### config.mk
export PLATFORM = sky130hd
export DESIGN_NAME = evt_irq_timer
export DESIGN_NICKNAME = d
export VERILOG_FILES = /design/src/rtl/evt_irq_timer_pkg.sv /design/src/rtl/evt_irq_timer_regs.sv /design/src/rtl/evt_irq_timer_event.sv /design/src/rtl/evt_irq_timer_count.sv /design/src/rtl/evt_irq_timer.sv
export SDC_FILE = /design/constraint.sdc
export NUM_CORES = 1
export LEC_CHECK = 0
export ABC_CLOCK_PERIOD_IN_PS = 16200
export CAP_MARGIN = 30
export CORE_MARGIN = 4
export CORE_UTILIZATION = 37
export CTS_CLUSTER_DIAMETER = 60
export DETAILED_ROUTE_END_ITERATION = 10
export PLACE_DENSITY = 0.49
export SLEW_MARGIN = 15
export SYNTH_ARGS = -nofsm -noshare
export SYNTH_HDL_FRONTEND = slang
export SYNTH_HIERARCHICAL = 1
export SYNTH_SLANG_ARGS = --single-unit
### constraint.sdc
create_clock -name clk -period 16.2 [get_ports clk]
set_input_delay 3.24 -clock clk [delete_from_list [all_inputs] [get_ports clk]]
set_output_delay 3.24 -clock clk [all_outputs]
set_load 0.005 [all_outputs]
### src/rtl/evt_irq_timer_pkg.sv
package evt_irq_timer_pkg;
   localparam int unsigned REG_ADDR_W = 3;

   typedef enum logic [REG_ADDR_W-1:0] {
      OFS_ENABLE  = 3'd0,
      OFS_MODE    = 3'd1,
      OFS_DISABLE = 3'd2,
      OFS_ARM     = 3'd3,
      OFS_PRE     = 3'd4,
      OFS_CNT     = 3'd5,
      OFS_KEY     = 3'd6,
      OFS_PSIZE   = 3'd7
   } reg_ofs_e;

   typedef enum logic [1:0] {
      SRC_CPU  = 2'd0,
      SRC_LINE = 2'd1,
      SRC_PPU  = 2'd2,
      SRC_NONE = 2'd3
   } clk_src_e;

   localparam logic [1:0] DIR_UP   = 2'b01;
   localparam logic [1:0] DIR_DOWN = 2'b10;
endpackage

### src/rtl/evt_irq_timer_regs.sv
module evt_irq_timer_regs
   import evt_irq_timer_pkg::*;
#(
   parameter int unsigned DATA_W = 8
) (
   input  logic                  clk,
   input  logic                  rst_n,
   input  logic                  wr_en,
   input  logic [REG_ADDR_W-1:0] wr_addr,
   input  logic [DATA_W-1:0]     wr_data,
   output logic [1:0]            dir,
   output logic                  short_pre,
   output clk_src_e              src,
   output logic                  en,
   output logic                  ack,
   output logic                  ld_pre,
   output logic                  ld_cnt,
   output logic [DATA_W-1:0]     ld_val
);
   generate
      if (DATA_W < 8) begin : g_chk_w
         $error("DATA_W must hold the 8-bit mode layout");
      end
   endgenerate

   logic [DATA_W-1:0] mode_q, key_q, psize_q;
   logic              en_q;

   always_ff @(posedge clk) begin
      if (!rst_n) begin
         mode_q  <= '0;
         key_q   <= '0;
         psize_q <= '0;
         en_q    <= 1'b0;
      end else if (wr_en) begin
         unique case (reg_ofs_e'(wr_addr))
            OFS_ENABLE:  en_q    <= wr_data[0];
            OFS_MODE:    mode_q  <= wr_data;
            OFS_DISABLE: en_q    <= 1'b0;
            OFS_ARM:     en_q    <= 1'b1;
            OFS_KEY:     key_q   <= wr_data;
            OFS_PSIZE:   psize_q <= wr_data;
            default:     ;
         endcase
      end
   end

   assign dir       = mode_q[7:6];
   assign short_pre = mode_q[2];
   assign src       = clk_src_e'(mode_q[1:0]);
   assign en        = en_q;
   assign ack       = wr_en && ((wr_addr == OFS_ENABLE && !wr_data[0]) ||
                                wr_addr == OFS_DISABLE);
   assign ld_pre    = wr_en && (wr_addr == OFS_PRE);
   assign ld_cnt    = wr_en && (wr_addr == OFS_CNT);
   assign ld_val    = wr_data ^ key_q;

   // the mode byte is kept whole; the offset-7 byte is kept and used nowhere
   assert_mode_store_R11: assert property (@(posedge clk) disable iff (!rst_n)
      (wr_en && wr_addr == OFS_MODE) |=> mode_q == $past(wr_data));
   assert_psize_store_R11: assert property (@(posedge clk) disable iff (!rst_n)
      (wr_en && wr_addr == OFS_PSIZE) |=> psize_q == $past(wr_data));
   // arming sets enable
   assert_arm_R9: assert property (@(posedge clk) disable iff (!rst_n)
      (wr_en && wr_addr == OFS_ARM) |=> en_q);
endmodule

### src/rtl/evt_irq_timer_event.sv
module evt_irq_timer_event
   import evt_irq_timer_pkg::*;
#(
   parameter int unsigned PPU_AW     = 14,
   parameter int unsigned LINE_STEPS = 8,
   parameter int unsigned PPU_STEPS  = 2,
   localparam int unsigned MAX_STEPS = (LINE_STEPS > PPU_STEPS) ?
                                       LINE_STEPS : ((PPU_STEPS > 1) ? PPU_STEPS : 1),
   localparam int unsigned STEP_W    = $clog2(MAX_STEPS + 1)
) (
   input  logic              clk,
   input  logic              rst_n,
   input  clk_src_e          src,
   input  logic              cpu_tick,
   input  logic              line_tick,
   input  logic              ppu_rd,
   input  logic [PPU_AW-1:0] ppu_addr,
   output logic [STEP_W-1:0] steps
);
   generate
      if (LINE_STEPS == 0 || PPU_AW == 0) begin : g_chk
         $error("LINE_STEPS and PPU_AW must be non-zero");
      end
   endgenerate

   logic ppu_moved;

   generate
      if (PPU_STEPS > 0) begin : g_track
         logic [PPU_AW-1:0] last_q;
         always_ff @(posedge clk) begin
            if (!rst_n)                         last_q <= '0;
            else if (src == SRC_PPU && ppu_rd)  last_q <= ppu_addr;
         end
         assign ppu_moved = ppu_rd && (ppu_addr != last_q);
      end else begin : g_notrack
         assign ppu_moved = 1'b0;
      end
   endgenerate

   always_comb begin
      unique case (src)
         SRC_CPU:  steps = cpu_tick  ? STEP_W'(1)          : '0;
         SRC_LINE: steps = line_tick ? STEP_W'(LINE_STEPS) : '0;
         SRC_PPU:  steps = ppu_moved ? STEP_W'(PPU_STEPS)  : '0;
         default:  steps = '0;
      endcase
   end

   // the idle source never produces clocks
   assert_idle_src_R3: assert property (@(posedge clk) disable iff (!rst_n)
      (src == SRC_NONE) |-> steps == '0);
   // a strobe at the same address produces no clocks
   assert_ppu_repeat_R4: assert property (@(posedge clk) disable iff (!rst_n)
      (src == SRC_PPU && ppu_rd && $past(src == SRC_PPU && ppu_rd) &&
       ppu_addr == $past(ppu_addr)) |-> steps == '0);
endmodule

### src/rtl/evt_irq_timer_count.sv
module evt_irq_timer_count
   import evt_irq_timer_pkg::*;
#(
   parameter int unsigned W          = 8,
   parameter int unsigned SHORT_BITS = 3,
   parameter int unsigned MAX_STEPS  = 8,
   localparam int unsigned STEP_W    = $clog2(MAX_STEPS + 1),
   localparam logic [W-1:0] SHORT_MASK = W'((1 << SHORT_BITS) - 1)
) (
   input  logic              clk,
   input  logic              rst_n,
   input  logic [1:0]        dir,
   input  logic              short_pre,
   input  logic [STEP_W-1:0] steps,
   input  logic              hold,
   input  logic              ld_pre,
   input  logic              ld_cnt,
   input  logic [W-1:0]      ld_val,
   output logic              hit
);
   generate
      if (SHORT_BITS == 0 || SHORT_BITS >= W) begin : g_chk
         $error("SHORT_BITS must lie between 1 and W-1");
      end
   endgenerate

   logic [W-1:0] pre_q, cnt_q, pre_n, cnt_n, mask;
   logic         up, down, hit_raw;

   assign up   = (dir == DIR_UP);
   assign down = (dir == DIR_DOWN);
   assign mask = short_pre ? SHORT_MASK : '1;

   always_comb begin
      pre_n   = pre_q;
      cnt_n   = cnt_q;
      hit_raw = 1'b0;
      for (int i = 0; i < MAX_STEPS; i++) begin
         if (i < int'(steps)) begin
            if (up) begin
               pre_n = pre_n + 1'b1;
               if ((pre_n & mask) == '0) begin
                  cnt_n = cnt_n + 1'b1;
                  if (cnt_n == '0) hit_raw = 1'b1;
               end
            end else if (down) begin
               pre_n = pre_n - 1'b1;
               if ((pre_n & mask) == mask) begin
                  cnt_n = cnt_n - 1'b1;
                  if (cnt_n == '1) hit_raw = 1'b1;
               end
            end
         end
      end
   end

   always_ff @(posedge clk) begin
      if (!rst_n) begin
         pre_q <= '0;
         cnt_q <= '0;
      end else begin
         if (ld_pre)     pre_q <= ld_val;
         else if (!hold) pre_q <= pre_n;
         if (ld_cnt)     cnt_q <= ld_val;
         else if (!hold) cnt_q <= cnt_n;
      end
   end

   assign hit = hit_raw && !hold;

   // a halted direction freezes both stages
   assert_halt_R2: assert property (@(posedge clk) disable iff (!rst_n)
      (!hold && !up && !down) |=> ($stable(pre_q) && $stable(cnt_q)));
   // loads take the keyed value
   assert_load_pre_R8: assert property (@(posedge clk) disable iff (!rst_n)
      ld_pre |=> pre_q == $past(ld_val));
   assert_load_cnt_R8: assert property (@(posedge clk) disable iff (!rst_n)
      ld_cnt |=> cnt_q == $past(ld_val));
   // a write cycle leaves the prescaler alone unless it loads it
   assert_write_wins_R12: assert property (@(posedge clk) disable iff (!rst_n)
      (hold && !ld_pre) |=> $stable(pre_q));
endmodule

### src/rtl/evt_irq_timer.sv
module evt_irq_timer
   import evt_irq_timer_pkg::*;
#(
   parameter int unsigned W          = 8,
   parameter int unsigned SHORT_BITS = 3,
   parameter int unsigned PPU_AW     = 14,
   parameter int unsigned LINE_STEPS = 8,
   parameter int unsigned PPU_STEPS  = 2
) (
   input  logic              clk,
   input  logic              rst_n,
   input  logic              wr_en,
   input  logic [2:0]        wr_addr,
   input  logic [W-1:0]      wr_data,
   input  logic              cpu_tick,
   input  logic              line_tick,
   input  logic              ppu_rd,
   input  logic [PPU_AW-1:0] ppu_addr,
   output logic              irq
);
   localparam int unsigned MAX_STEPS = (LINE_STEPS > PPU_STEPS) ?
                                       LINE_STEPS : ((PPU_STEPS > 1) ? PPU_STEPS : 1);
   localparam int unsigned STEP_W    = $clog2(MAX_STEPS + 1);

   logic [1:0]        dir;
   logic              short_pre, en, ack, ld_pre, ld_cnt, hit;
   clk_src_e          src;
   logic [W-1:0]      ld_val;
   logic [STEP_W-1:0] steps;
   logic              irq_q;

   evt_irq_timer_regs #(.DATA_W(W)) regs_i (
      .clk(clk), .rst_n(rst_n), .wr_en(wr_en), .wr_addr(wr_addr),
      .wr_data(wr_data), .dir(dir), .short_pre(short_pre), .src(src),
      .en(en), .ack(ack), .ld_pre(ld_pre), .ld_cnt(ld_cnt), .ld_val(ld_val)
   );

   evt_irq_timer_event #(
      .PPU_AW(PPU_AW), .LINE_STEPS(LINE_STEPS), .PPU_STEPS(PPU_STEPS)
   ) event_i (
      .clk(clk), .rst_n(rst_n), .src(src), .cpu_tick(cpu_tick),
      .line_tick(line_tick), .ppu_rd(ppu_rd), .ppu_addr(ppu_addr),
      .steps(steps)
   );

   evt_irq_timer_count #(
      .W(W), .SHORT_BITS(SHORT_BITS), .MAX_STEPS(MAX_STEPS)
   ) count_i (
      .clk(clk), .rst_n(rst_n), .dir(dir), .short_pre(short_pre),
      .steps(steps), .hold(wr_en), .ld_pre(ld_pre), .ld_cnt(ld_cnt),
      .ld_val(ld_val), .hit(hit)
   );

   always_ff @(posedge clk) begin
      if (!rst_n)          irq_q <= 1'b0;
      else if (ack)        irq_q <= 1'b0;
      else if (hit && en)  irq_q <= 1'b1;
   end

   assign irq = irq_q;

   // a raised request persists until acknowledged
   assert_irq_hold_R10: assert property (@(posedge clk) disable iff (!rst_n)
      (irq_q && !ack) |=> irq_q);
   // an acknowledge drops the request
   assert_ack_R9: assert property (@(posedge clk) disable iff (!rst_n)
      ack |=> !irq_q);
   // a request only rises while enabled
   assert_rise_enabled_R9: assert property (@(posedge clk) disable iff (!rst_n)
      !irq_q ##1 irq_q |-> $past(en));
endmodule

==> impl_metrics.ini <==
[status]
outcome = finished clean

[cts]
cts_buffers = 5
ctsResizeCount = 0
ctsHoldBuffers = 0
clk_pin_slew_ps = 70
cts_setup_buffers = 0
cts-root-buf = clkbuf_16
ctsLongestPathBuffers = 2
cts_tree = built
cts.htree.levels = 2
clock_latency_ps = 290
cts.sinks = 45

[sta]
slew_viol_final = 0
fin_skew_ps = 9.54
rsz0062_at_grt = false
setup_viol = 0
tns_ps = 0
fmax_mhz = 66.4
hold_violations = 0
finalCriticalPeriod_ps = 15060
worst_slew_pin_slew_ps = 1020
fin_crit_sh = 0.930
slew_headroom = 0.316

[die]
coreArea_um2 = 30800
dieHeight_um = 186
dieArea_um2 = 34500
row_count = 64
die_x_um = 186
floorplan.initialDensity = 0.379
num_io_pins = 32

[setup_path]
cp.required_ps = 16420
crit_slowest_cell = or4_4
cp.arrival_ps = 15280
endpoint_kind = flop
path_class = input pin to flop
slowest_delay_ps = 720
crit_fanout = 23
worstSetupStartpointType = input pin

[run]
maxCapViolCount = 0

[final_layout]
fin_util = 0.404
layout-drive-gt1-share = 0.0809
fin_nets = 1748
areaGrowthSynthToFinish_pct = 6.67
diodes = 0
fin_area_um2 = 12500
final.fill_count = 3247

[pwr]
peakVddDrop_mv = 0.0847
power_leakage_nw = 4.50
p_int_mw = 0.447
power_frac_seq = 0.134
power.switching_mw = 0.503
power.share.clock = 0.105
p_total_mw = 0.950
power_density_nw_per_um2 = 76.2
p_comb_frac = 0.761
p_sw_frac = 0.529

[global_routing]
grtUsageTotal = 0.234
grt_antenna_before_repair = 0
grt_pass1_vias = 12200
grt_pass1_wl_um = 66900
grt_max_degree = 40
grt_overflow = 0

[yosys]
ys_ff_latch = 45
synth_seq_area_share = 0.0771
netlist_instances = 1696
synth-async-reset-ratio = 0
synth_edf_count = 0
synth.distinct_cells = 118
yosysWarningCount = 6
syn_nets = 1775
synth_ff_type = dfxtp_1
syn_area_per_cell_um2 = 6.89
syn-cell-area_um2 = 11700

[placement]
port-buffer-count = 31
dp_hpwl_um = 31900
place_area_um2 = 12300
routabilityCongestion = 0.899

[hold_path]
min_path_type = flop to flop

[drt]
vias = 13100
wire_per_inst_um = 20.2
viasPerCell = 6.35
routed_wirelength_um = 41600
dr.pass1.iters = 6
drtIter0Drc = 1314
drc_errors = 0
ant_nets = 0
[synthesized netlist by cell type (15+ instances only)]
master    count  area (um^2)
o22ai_1      17          106
ha_1         48          601
o21ai_0      70          350
nor4_1       20          125
a21boi_1     18          135
nor3_1       50          250
nor3b_1      17          128
nand2b_1     22          138
nor2_1      136          510
a211oi_1     22          165
nand2_1     182          683
a21oi_1      88          440
xnor2_1      85          744
clkbuf_1     60          225
xor2_1       45          394
nor2b_1      26          163
dfxtp_1      45          901
buf_2        30          150
inv_1        65          244
nand4_1      32          200
mux2i_1      30          300
nand3_1      72          360
and2_1       21          131
a31oi_1      29          181
and3_1       38          238
o21ai_1      15         75.1
or3_1        35          219
[flip-flops by register name, indices dropped and copies added (netlist names)]
name,flops
irq,1
regs_i/mode_q,5
regs_i/key_q,8
count_i/cnt_q,8
event_i/g_track.last_q,14
count_i/pre_q,8
regs_i/en,1
[metal layers]
metal	global-route usage	part of all wire
met5	0	0
met4	0.0574	0.024
met3	0.0223	0.057
met2	0.379	0.45
met1	0.334	0.47
[critical path: cells and delay by family]
family	cells	cell delay [ps]
AND/OR/NAND/NOR	17	4680
AO/OA/AOI/OAI	16	3720
XOR/XNOR	4	1290
buffers and inverters	6	1180
adder cells (fa/ha/maj)	4	1130
[per-stage QoR]
stage,setup WS [ps],std cells,hold WS [ps]
5_1_grt,129,2065,475
4_1_cts,1190,2061,466
6_report,1140,2065,464
2_1_floorplan,2610,1696,447
3_3_place_gp,1070,2052,452
3_5_place_dp,920,2054,457
[cell families (layout without fill, tap and decap cells)]
logic type                 after synthesis  count (layout)  share of synthesized area
adders and majority gates               48              48                     0.0514
and+or+nand+nor                        745             745                      0.341
muxes                                   40              40                     0.0366
other                                    1               1                   0.000321
xor gates and xnor gates               139             139                      0.111
AOI/OAI and AO/OA                      507             507                      0.319
buffers and inverters                  171             144                     0.0627
DFF                                     45              45                     0.0771
[power groups by stage]
stage | clock (mW) | combinational [mW] | sequential [mW]
2_1_floorplan | 0 | 0.557 | 0.121
3_3_place_gp | 0 | 0.705 | 0.130
3_5_place_dp | 0 | 0.707 | 0.130
4_1_cts | 0.102 | 0.710 | 0.127
5_1_grt | 0.107 | 0.807 | 0.128
6_report | 0.0996 | 0.723 | 0.127
[path summary, 6_finish.rpt]
| path | from | end | slack (ps) | depth (start not counted) |
|---|---|---|---|---|
| setup / recovery | ppu_addr[5] | irq | 1140 | 47 |
| hold / removal | event_i/g_track.last_q[13] | event_i/g_track.last_q[13] | 460 | 2 |
| setup reg to reg | event_i/g_track.last_q[5] | irq | 4240 | 46 |
| hold reg to reg | event_i/g_track.last_q[13] | event_i/g_track.last_q[13] | 460 | 2 |
[final cells by class]
class | count | area, um^2 | share of cell area
Clock buffer | 5 | 125 | 0.0100
Clock inverter | 2 | 13.8 | 0.00110
Inverter | 66 | 248 | 0.0199
Multi-Input combinational cell | 1480 | 10100 | 0.808
Sequential cell | 45 | 901 | 0.0723
Tap cell | 396 | 495 | 0.0398
Timing Repair Buffer | 71 | 613 | 0.0492
[layout by cell type (no fill, tap or decap), types with 15 or more instances in the layout]
cell / count
nand3_1: 72
ha_1: 48
and2_1: 21
xnor2_1: 85
nand2b_1: 22
nor4_1: 20
nor3b_1: 16
inv_1: 65
dfxtp_1: 45
o22ai_1: 17
or3_1: 35
a211oi_1: 22
nor2b_1: 24
and3_1: 38
xor2_1: 45
nand2_1: 182
a31oi_1: 29
clkdlybuf4s50_1: 31
buf_4: 35
o21ai_1: 15
nor3_1: 50
nand4_1: 32
o21ai_0: 70
mux2i_1: 30
a21oi_1: 87
a21boi_1: 18
nor2_1: 135
No activity file was read; power rests on OpenSTA's default activity.
